`config.mk`:
```
export PLATFORM = sky130hd
export DESIGN_NAME = cal_clock_core
export DESIGN_NICKNAME = d
export VERILOG_FILES = /design/src/rtl/cal_pkg.sv /design/src/rtl/cal_tick_sync.sv /design/src/rtl/cal_commit_slot.sv /design/src/rtl/cal_counter.sv /design/src/rtl/cal_clock_core.sv
export SDC_FILE = /design/constraint.sdc
export NUM_CORES = 1
export LEC_CHECK = 0
export ABC_CLOCK_PERIOD_IN_PS = 2700
export BUFFER_PORTS_ARGS = -buffer_cell sky130_fd_sc_hd__clkbuf_2
export CAP_MARGIN = 15
export CORE_UTILIZATION = 35
export CTS_CLUSTER_SIZE = 14
export DETAILED_ROUTE_END_ITERATION = 12
export PLACE_DENSITY_LB_ADDON = 0.25
export SLEW_MARGIN = 20
export SYNTH_ARGS = -nofsm -noshare
export SYNTH_HDL_FRONTEND = slang
export SYNTH_SLANG_ARGS = --single-unit
```
`constraint.sdc`:
```
create_clock -name clk -period 2.7 [get_ports clk]
set_clock_uncertainty 0.05 [all_clocks]
set_input_delay 0.27 -clock clk [delete_from_list [all_inputs] [get_ports clk]]
set_output_delay 0.27 -clock clk [all_outputs]
set_load 0.02 [all_outputs]
```
`src/rtl/cal_pkg.sv`:
```
package cal_pkg;
    localparam int ADDR_W      = 5;
    localparam int DATA_W      = 32;
    localparam int CTRL_OFS    = 0;
    localparam int DATE_OFS    = 4;
    localparam int TIME_OFS    = 8;
    localparam int BUSY_T_BIT  = 8;
    localparam int BUSY_D_BIT  = 7;
    localparam int SEC_W       = 6;
    localparam int MIN_W       = 6;
    localparam int HR_W        = 5;
    localparam int DAY_W       = 5;
    localparam int MON_W       = 4;
    localparam int TIME_W      = HR_W + MIN_W + SEC_W;

    typedef enum logic {
        SLOT_IDLE = 1'b0,
        SLOT_PEND = 1'b1
    } slot_state_e;

    function automatic logic [DAY_W-1:0] days_in_month(input logic [MON_W-1:0] mon,
                                                       input logic leap);
        logic [DAY_W-1:0] len;
        case (mon)
            4'd2:                      len = leap ? 5'd29 : 5'd28;
            4'd4, 4'd6, 4'd9, 4'd11:   len = 5'd30;
            default:                   len = 5'd31;
        endcase
        return len;
    endfunction
endpackage

```
`src/rtl/cal_tick_sync.sv`:
```
module cal_tick_sync #(
    parameter int STAGES = 2
) (
    input  logic clk,
    input  logic rst_n,
    input  logic tick_in,
    output logic tick_pulse
);
    logic [STAGES-1:0] sync_q;
    logic              last_q;

    always_ff @(posedge clk or negedge rst_n) begin
        if (!rst_n) begin
            sync_q <= '0;
            last_q <= 1'b0;
        end else begin
            sync_q <= {sync_q[STAGES-2:0], tick_in};
            last_q <= sync_q[STAGES-1];
        end
    end

    assign tick_pulse = sync_q[STAGES-1] & ~last_q;

    // one input edge gives a single-cycle pulse
    p_pulse_single_r4: assert property (@(posedge clk) disable iff (!rst_n)
        tick_pulse |=> !tick_pulse);
endmodule

```
`src/rtl/cal_commit_slot.sv`:
```
module cal_commit_slot
    import cal_pkg::*;
#(
    parameter int WIDTH = 8
) (
    input  logic             clk,
    input  logic             rst_n,
    input  logic             wr_en,
    input  logic [WIDTH-1:0] wr_data,
    input  logic             tick,
    output logic             busy,
    output logic             load,
    output logic [WIDTH-1:0] load_data
);
    slot_state_e      state_q, state_d;
    logic [WIDTH-1:0] hold_q;

    always_ff @(posedge clk or negedge rst_n) begin
        if (!rst_n) state_q <= SLOT_IDLE;
        else        state_q <= state_d;
    end

    always_ff @(posedge clk or negedge rst_n) begin
        if (!rst_n)     hold_q <= '0;
        else if (wr_en) hold_q <= wr_data;
    end

    always_comb begin
        state_d = state_q;
        unique case (state_q)
            SLOT_IDLE: if (wr_en)          state_d = SLOT_PEND;
            SLOT_PEND: if (tick && !wr_en) state_d = SLOT_IDLE;
            default:                       state_d = SLOT_IDLE;
        endcase
    end

    always_comb begin
        busy      = (state_q == SLOT_PEND);
        load      = (state_q == SLOT_PEND) && tick && !wr_en;
        load_data = hold_q;
    end

    // a write leaves the slot busy in the next cycle
    p_busy_after_write_r3: assert property (@(posedge clk) disable iff (!rst_n)
        wr_en |=> busy);
    // a commit releases the busy flag
    p_busy_clear_r4: assert property (@(posedge clk) disable iff (!rst_n)
        load |=> !busy);
    // with no tick the flag is held
    p_busy_hold_r3: assert property (@(posedge clk) disable iff (!rst_n)
        (busy && !tick) |=> busy);
endmodule

```
`src/rtl/cal_counter.sv`:
```
module cal_counter
    import cal_pkg::*;
#(
    parameter int YEAR_W = 8,
    localparam int DATE_W = 1 + YEAR_W + MON_W + DAY_W
) (
    input  logic              clk,
    input  logic              rst_n,
    input  logic              tick,
    input  logic              ld_time,
    input  logic [TIME_W-1:0] time_in,
    input  logic              ld_date,
    input  logic [DATE_W-1:0] date_in,
    output logic [TIME_W-1:0] time_o,
    output logic [DATE_W-1:0] date_o
);
    logic [SEC_W-1:0]  sec_q;
    logic [MIN_W-1:0]  min_q;
    logic [HR_W-1:0]   hr_q;
    logic [DAY_W-1:0]  day_q;
    logic [MON_W-1:0]  mon_q;
    logic [YEAR_W-1:0] yr_q;
    logic              leap_q;

    logic sec_wrap, min_wrap, hr_wrap, day_wrap, mon_wrap, time_carry;

    always_comb begin
        sec_wrap   = (sec_q >= 6'd59);
        min_wrap   = (min_q >= 6'd59);
        hr_wrap    = (hr_q  >= 5'd23);
        day_wrap   = (day_q >= days_in_month(mon_q, leap_q));
        mon_wrap   = (mon_q >= 4'd12);
        time_carry = sec_wrap && min_wrap && hr_wrap;
    end

    always_ff @(posedge clk or negedge rst_n) begin
        if (!rst_n) begin
            sec_q <= '0;
            min_q <= '0;
            hr_q  <= '0;
        end else if (ld_time) begin
            {hr_q, min_q, sec_q} <= time_in;
        end else if (tick) begin
            sec_q <= sec_wrap ? '0 : sec_q + 6'd1;
            if (sec_wrap)
                min_q <= min_wrap ? '0 : min_q + 6'd1;
            if (sec_wrap && min_wrap)
                hr_q <= hr_wrap ? '0 : hr_q + 5'd1;
        end
    end

    always_ff @(posedge clk or negedge rst_n) begin
        if (!rst_n) begin
            day_q  <= 5'd1;
            mon_q  <= 4'd1;
            yr_q   <= '0;
            leap_q <= 1'b0;
        end else if (ld_date) begin
            {leap_q, yr_q, mon_q, day_q} <= date_in;
        end else if (tick && time_carry && !ld_time) begin
            if (day_wrap) begin
                day_q <= 5'd1;
                mon_q <= mon_wrap ? 4'd1 : mon_q + 4'd1;
                if (mon_wrap)
                    yr_q <= yr_q + 1'b1;
            end else begin
                day_q <= day_q + 5'd1;
            end
        end
    end

    assign time_o = {hr_q, min_q, sec_q};
    assign date_o = {leap_q, yr_q, mon_q, day_q};

    // counting keeps seconds within range
    p_sec_range_r5: assert property (@(posedge clk) disable iff (!rst_n)
        (tick && !ld_time) |=> (sec_q <= 6'd59));
    // a commit places the slot value into the counter
    p_load_time_r4: assert property (@(posedge clk) disable iff (!rst_n)
        ld_time |=> (time_o == $past(time_in)));
    // nothing moves without a tick
    p_hold_no_tick_r5: assert property (@(posedge clk) disable iff (!rst_n)
        !tick |=> $stable({time_o, date_o}));
    // counting never alters the leap flag
    p_leap_kept_r7: assert property (@(posedge clk) disable iff (!rst_n)
        !ld_date |=> $stable(leap_q));
    // a counted day is never zero
    p_day_nonzero_r6: assert property (@(posedge clk) disable iff (!rst_n)
        (tick && time_carry && !ld_date && !ld_time) |=> (day_q != 5'd0));
endmodule

```
`src/rtl/cal_clock_core.sv`:
```
module cal_clock_core
    import cal_pkg::*;
#(
    parameter int YEAR_W = 8
) (
    input  logic              clk,
    input  logic              rst_n,
    input  logic              tick_in,
    input  logic              bus_wr,
    input  logic [ADDR_W-1:0] bus_addr,
    input  logic [DATA_W-1:0] bus_wdata,
    output logic [DATA_W-1:0] bus_rdata
);
    localparam int YEAR_LSB = 16;
    localparam int LEAP_BIT = YEAR_LSB + YEAR_W;
    localparam int DATE_W   = 1 + YEAR_W + MON_W + DAY_W;

    logic              tick_pulse;
    logic              wr_time, wr_date;
    logic              busy_t, busy_d, ld_t, ld_d;
    logic [TIME_W-1:0] wtime, ltime, cur_time;
    logic [DATE_W-1:0] wdate, ldate, cur_date;
    logic              wdata_unused;

    assign wr_time = bus_wr && (bus_addr == ADDR_W'(TIME_OFS));
    assign wr_date = bus_wr && (bus_addr == ADDR_W'(DATE_OFS));

    assign wtime = {bus_wdata[20:16], bus_wdata[13:8], bus_wdata[5:0]};
    assign wdate = {bus_wdata[LEAP_BIT], bus_wdata[YEAR_LSB +: YEAR_W],
                    bus_wdata[11:8], bus_wdata[4:0]};
    assign wdata_unused = ^{bus_wdata[DATA_W-1:LEAP_BIT+1], bus_wdata[15:14], bus_wdata[7:6]};

    cal_tick_sync #(.STAGES(2)) u_sync (
        .clk        (clk),
        .rst_n      (rst_n),
        .tick_in    (tick_in),
        .tick_pulse (tick_pulse)
    );

    cal_commit_slot #(.WIDTH(TIME_W)) u_slot_time (
        .clk       (clk),
        .rst_n     (rst_n),
        .wr_en     (wr_time),
        .wr_data   (wtime),
        .tick      (tick_pulse),
        .busy      (busy_t),
        .load      (ld_t),
        .load_data (ltime)
    );

    cal_commit_slot #(.WIDTH(DATE_W)) u_slot_date (
        .clk       (clk),
        .rst_n     (rst_n),
        .wr_en     (wr_date),
        .wr_data   (wdate),
        .tick      (tick_pulse),
        .busy      (busy_d),
        .load      (ld_d),
        .load_data (ldate)
    );

    cal_counter #(.YEAR_W(YEAR_W)) u_count (
        .clk     (clk),
        .rst_n   (rst_n),
        .tick    (tick_pulse),
        .ld_time (ld_t),
        .time_in (ltime),
        .ld_date (ld_d),
        .date_in (ldate),
        .time_o  (cur_time),
        .date_o  (cur_date)
    );

    always_comb begin
        bus_rdata = '0;
        if (bus_addr == ADDR_W'(CTRL_OFS)) begin
            bus_rdata[BUSY_T_BIT] = busy_t;
            bus_rdata[BUSY_D_BIT] = busy_d;
        end else if (bus_addr == ADDR_W'(TIME_OFS)) begin
            bus_rdata[20:16] = cur_time[TIME_W-1 -: HR_W];
            bus_rdata[13:8]  = cur_time[SEC_W +: MIN_W];
            bus_rdata[5:0]   = cur_time[SEC_W-1:0];
        end else if (bus_addr == ADDR_W'(DATE_OFS)) begin
            bus_rdata[LEAP_BIT]              = cur_date[DATE_W-1];
            bus_rdata[YEAR_LSB +: YEAR_W]    = cur_date[DAY_W+MON_W +: YEAR_W];
            bus_rdata[11:8]                  = cur_date[DAY_W +: MON_W];
            bus_rdata[4:0]                   = cur_date[DAY_W-1:0];
        end
    end

    // a time commit never coincides with a date count step
    p_commit_no_carry_r8: assert property (@(posedge clk) disable iff (!rst_n)
        (ld_t && !ld_d) |=> $stable(cur_date));
    // control and unmapped writes leave the counters alone without a tick
    p_ignored_write_r9: assert property (@(posedge clk) disable iff (!rst_n)
        (bus_wr && !wr_time && !wr_date && !tick_pulse) |=> $stable({cur_time, cur_date}));
endmodule

```
==> summary.txt <==
Placed design
  – DPL Wire Length: ~7400 um
  – Global placer's final weighted congestion: between 0.8 and 0.9
  – Input/output buffers: 51
  – Worst slack, placed: -0.009451 ns

GRT
  – Global route total overflow: 0
  – Total Routing Usage GR: 0.1854
  – Initial antenna violation count: 0
  – Largest net degree at the start of global routing: between 70 and 80
  – Global-route wire length before repair: between 15000 and 20000 um
  – Vias in the first global route: around 3.2k

Route
  – DRC: 0
  – Total Wirelength: ~10000 um
  – Antenna viol nets, final: 0
  – Via density: 5.573
  – Routed length per instance: between 15 and 20 um
  – Iteration-0 DRC Markers: 135
  – Via count: approximately 3.4k
  – DRT Pass-1 Iters: 4

STA
  – Least-Margin Pin Slew: 0.9686 ns
  – Hold WS: roughly 0.021 ns
  – Final min period: about 2.5 ns
  – FMAX: 397.3 MHz
  – Rel. slew slack: 0.3542
  – Setup ws final: 0.1828 ns
  – Unrepaired setup endpoints after global routing: no
  – Tcrit/Tclk final: 0.9323
  – Final setup vio count: 0
  – Fin. max-slew vios: 0
  – Final Hold Violating Endpoints: 0

Yosys
  – Seq/Total Area, Yosys: 0.4622
  – Synthesized area per cell: between 10 and 15 um^2
  – Synth Cell Area: between 4000 and 5000 um^2
  – Number of synthesized register bits: 75
  – Synth Instances: a little over 400
  – Number of flops mapped to enable cells by yosys: 0
  – Most common flop cell mapped by yosys: dfrtp_1
  – Cell variety after synth: 55
  – Post-synth ARST share: 1.000
  – YS warnings: 0

Critical path
  – Critical path's most frequent cell: ha_1
  – Crit Path Max Fanout: 5
  – Worst-path cell chain: buf_4 -> ha_1 -> nor2_1 -> o21ai_0 -> o21ai_1 -> ha_1 -> nand2b_1 -> a21o_4 -> nand2_2 -> or4_1 -> a31oi_1
  – Crit Path Class: flip-flop to flip-flop
  – Startpoint Class: flip-flop
  – Critical path's slowest cell: dfstp_2
  – Cells on worst reg2reg path: 11
  – Crit path from: u_count.mon_q[0]
  – Critical R2R Launch: u_count.mon_q[0]
  – Critical Path Sink Type: flip-flop
  – Flop2flop setup slack: 0.18 ns
  – Crit-path max cell delay: 0.56 ns
  – WP data required: a little under 3 ns
  – Crit path DAT: around 2.7 ns
  – FF-to-FF End: u_count.yr_q[2]

Power
  – Clk pwr share: 0.302
  – Power Internal: about 0.0024 W
  – P_leak: ~2.2 nW
  – Cell Pwr Density: 729.7 nW/um^2
  – Reg power frac: 0.481
  – Logic pwr share: 0.216
  – VDD IR max: between 0.3 and 0.4 mV
  – Sw frac: 0.3175
  – Net Sw Power: between 0.001 and 0.0015 W

Floorplan
  – Boundary pin count: 73
  – Full die area: around 12000 um^2
  – Std-Cell Rows: 38
  – Die Ht: ~110 um
  – Die X: roughly 110 um
  – Core area: 11080 um^2
  – Starting Density: 0.3671

Clock network
  – CTS Buffer Depth: 2
  – Clk sinks: 75
  – Clock-pin slew on the worst setup and hold paths: ~0.060 ns
  – Root Buffer: clkbuf_16
  – CTS tree: built
  – Num CTS Buffers: 9
  – Insertion delay of the later-clocked pin in the worst-skew pair: between 0.3 and 0.4 ns
  – H-tree levels: 3

Job
  – Max-cap violations: 0

Finish
  – Ratio of cells with drive above 1 in the final layout: 0.2584
  – Ant. Diodes: 0
  – Layout Nets: approximately 520
  – Area growth from synthesis to final layout: 19.91%
  – Fill cell count: 1086

Min path
  – Type of the most critical hold path: primary input to asynchronous set/reset pin

Status
  – Status: complete, no violations
## through the flow
step	total power, W	cell area, um^2	TNS, ns	cells	util
after CTS	0.003532	4813	0	612	0.4345
after detailed placement	0.002450	4537	-0.01297	596	0.4095
after global placement	0.002422	4537	0	596	0.4095
final	0.003558	4876	0	616	0.4401
after floorplan	0.002175	4100	0	415	-
after global routing	0.003785	4876	0	616	0.4401
## state kept, by name, indices dropped and copies added (netlist names)
signal and cells:
u_count.sec_q 6, u_slot_time.load_data 17, u_count.hr_q 5, u_sync.sync_q 2, u_count.mon_q 4, u_count.leap_q 1, u_slot_date.busy 1, u_count.min_q 6
u_slot_time.busy 1, u_count.yr_q 8, u_slot_date.load_data 18, u_sync.last_q 1, u_count.day_q 5
## cells by family after synthesis
family,count (synthesis),synth area share
XOR/XNOR,2,0.004308
adder cells (fa/ha/maj),11,0.03385
flip-flops,75,0.4622
other,1,0.0009222
multiplexers,37,0.1018
AND/OR/NAND/NOR,132,0.1677
buffers and inverters,37,0.04400
AO/OA/AOI/OAI,111,0.1852
## final cells by class
class,instances,area (um^2),share of cell area
repair buffers,74,432.9,0.08879
multi-input cells,304,2097,0.4301
flip-flops and latches,75,1879,0.3854
inverters,8,30.03,0.006159
clock buffers,12,246.5,0.05055
clock inverters,3,15.01,0.003079
well taps,140,175.2,0.03593
## critical path, delay by kind of cell, from the launching register on
kind	cells	cell delay [ns]
AOI/OAI and AO/OA	4	0.56
and+or+nand+nor	4	0.76
buffers and inverters	1	0.12
DFF	1	0.56
adders and majority gates	2	0.41
## cells in the mapped netlist (3+ instances only)
master	count	area, um^2
a211oi_1	4	30.03
a21o_1	3	22.52
a21oi_1	13	65.06
a22o_1	13	113.9
a22oi_1	4	30.03
a31oi_1	17	106.4
and2_1	9	56.30
and3_1	8	50.05
buf_4	10	75.07
clkbuf_1	17	63.81
dfrtp_1	73	1827
ha_1	11	137.6
inv_1	8	30.03
mux2_1	12	135.1
mux2_2	23	259.0
nand2_1	30	112.6
nand2b_1	4	25.02
nand3_1	12	60.06
nand4_1	5	31.28
nor2_1	33	123.9
nor3_1	10	50.05
o21ai_0	15	75.07
o21ai_1	11	55.05
o31ai_1	14	105.1
or4_1	7	52.55
## layout by cell type, fill, tap and decap left out, types with 2 or more instances in the layout
cell / instances
o21ai_1: 13
and3_1: 8
clkinv_2: 3
clkbuf_16: 9
o21a_1: 2
nand4_1: 5
buf_4: 23
and2_1: 8
a21o_1: 2
or4_1: 7
nand2_1: 29
nor3b_1: 2
dfrtp_1: 73
nor3_2: 4
clkbuf_1: 2
o21ai_0: 13
nor2_1: 33
o31ai_1: 14
nand3b_1: 2
nand3_1: 11
a22oi_1: 4
mux2i_1: 2
nor2b_1: 2
nor4_1: 2
a22o_1: 13
a31oi_1: 17
mux2_1: 12
dfstp_2: 2
nand2b_1: 4
inv_1: 8
or4b_1: 2
clkbuf_2: 50
nor3_1: 6
o2111ai_1: 2
a21oi_1: 13
ha_1: 11
a211oi_1: 4
mux2_2: 23
conb_1: 10
## how the worst max path moves through the flow
stage                                   to  slack (ns)  cells after the start
after floorplan            u_count.yr_q[3]        0.20                     11
after global placement     u_count.yr_q[3]        0.02                     11
after detailed placement   u_count.yr_q[3]      -0.009                     11
after CTS                  u_count.yr_q[7]        0.08                     11
after global routing      u_count.mon_q[3]        0.03                     12
final                      u_count.yr_q[2]        0.18                     11
## per-layer routing
| layer | track usage | part of all wire |
|---|---|---|
| met5 | 0 | 0 |
| met4 | 0.08571 | 0.021 |
| met3 | 0.03260 | 0.029 |
| met2 | 0.2866 | 0.48 |
| met1 | 0.2519 | 0.47 |
## power by group through the flow
stage	combinational (W)	sequential, W	clock [W]
floorplan	0.000566	0.00161	0
global placement	0.000701	0.00172	0
detailed placement	0.000720	0.00173	0
CTS	0.000728	0.00171	0.00109
global route	0.000877	0.00176	0.00115
finish	0.000770	0.00171	0.00108
## what timing repair did
action / in CTS / in global routing
gates cloned: 0 / 1
buffers inserted: 0 / 3
endpoints found under the setup margin: 5 / 15
resized for setup: 1 / 9
hold buffers: 1 / 0
pin swaps: 0 / 2
endpoints found under the hold margin: 1 / 0
(Power assumes the default switching activity.)
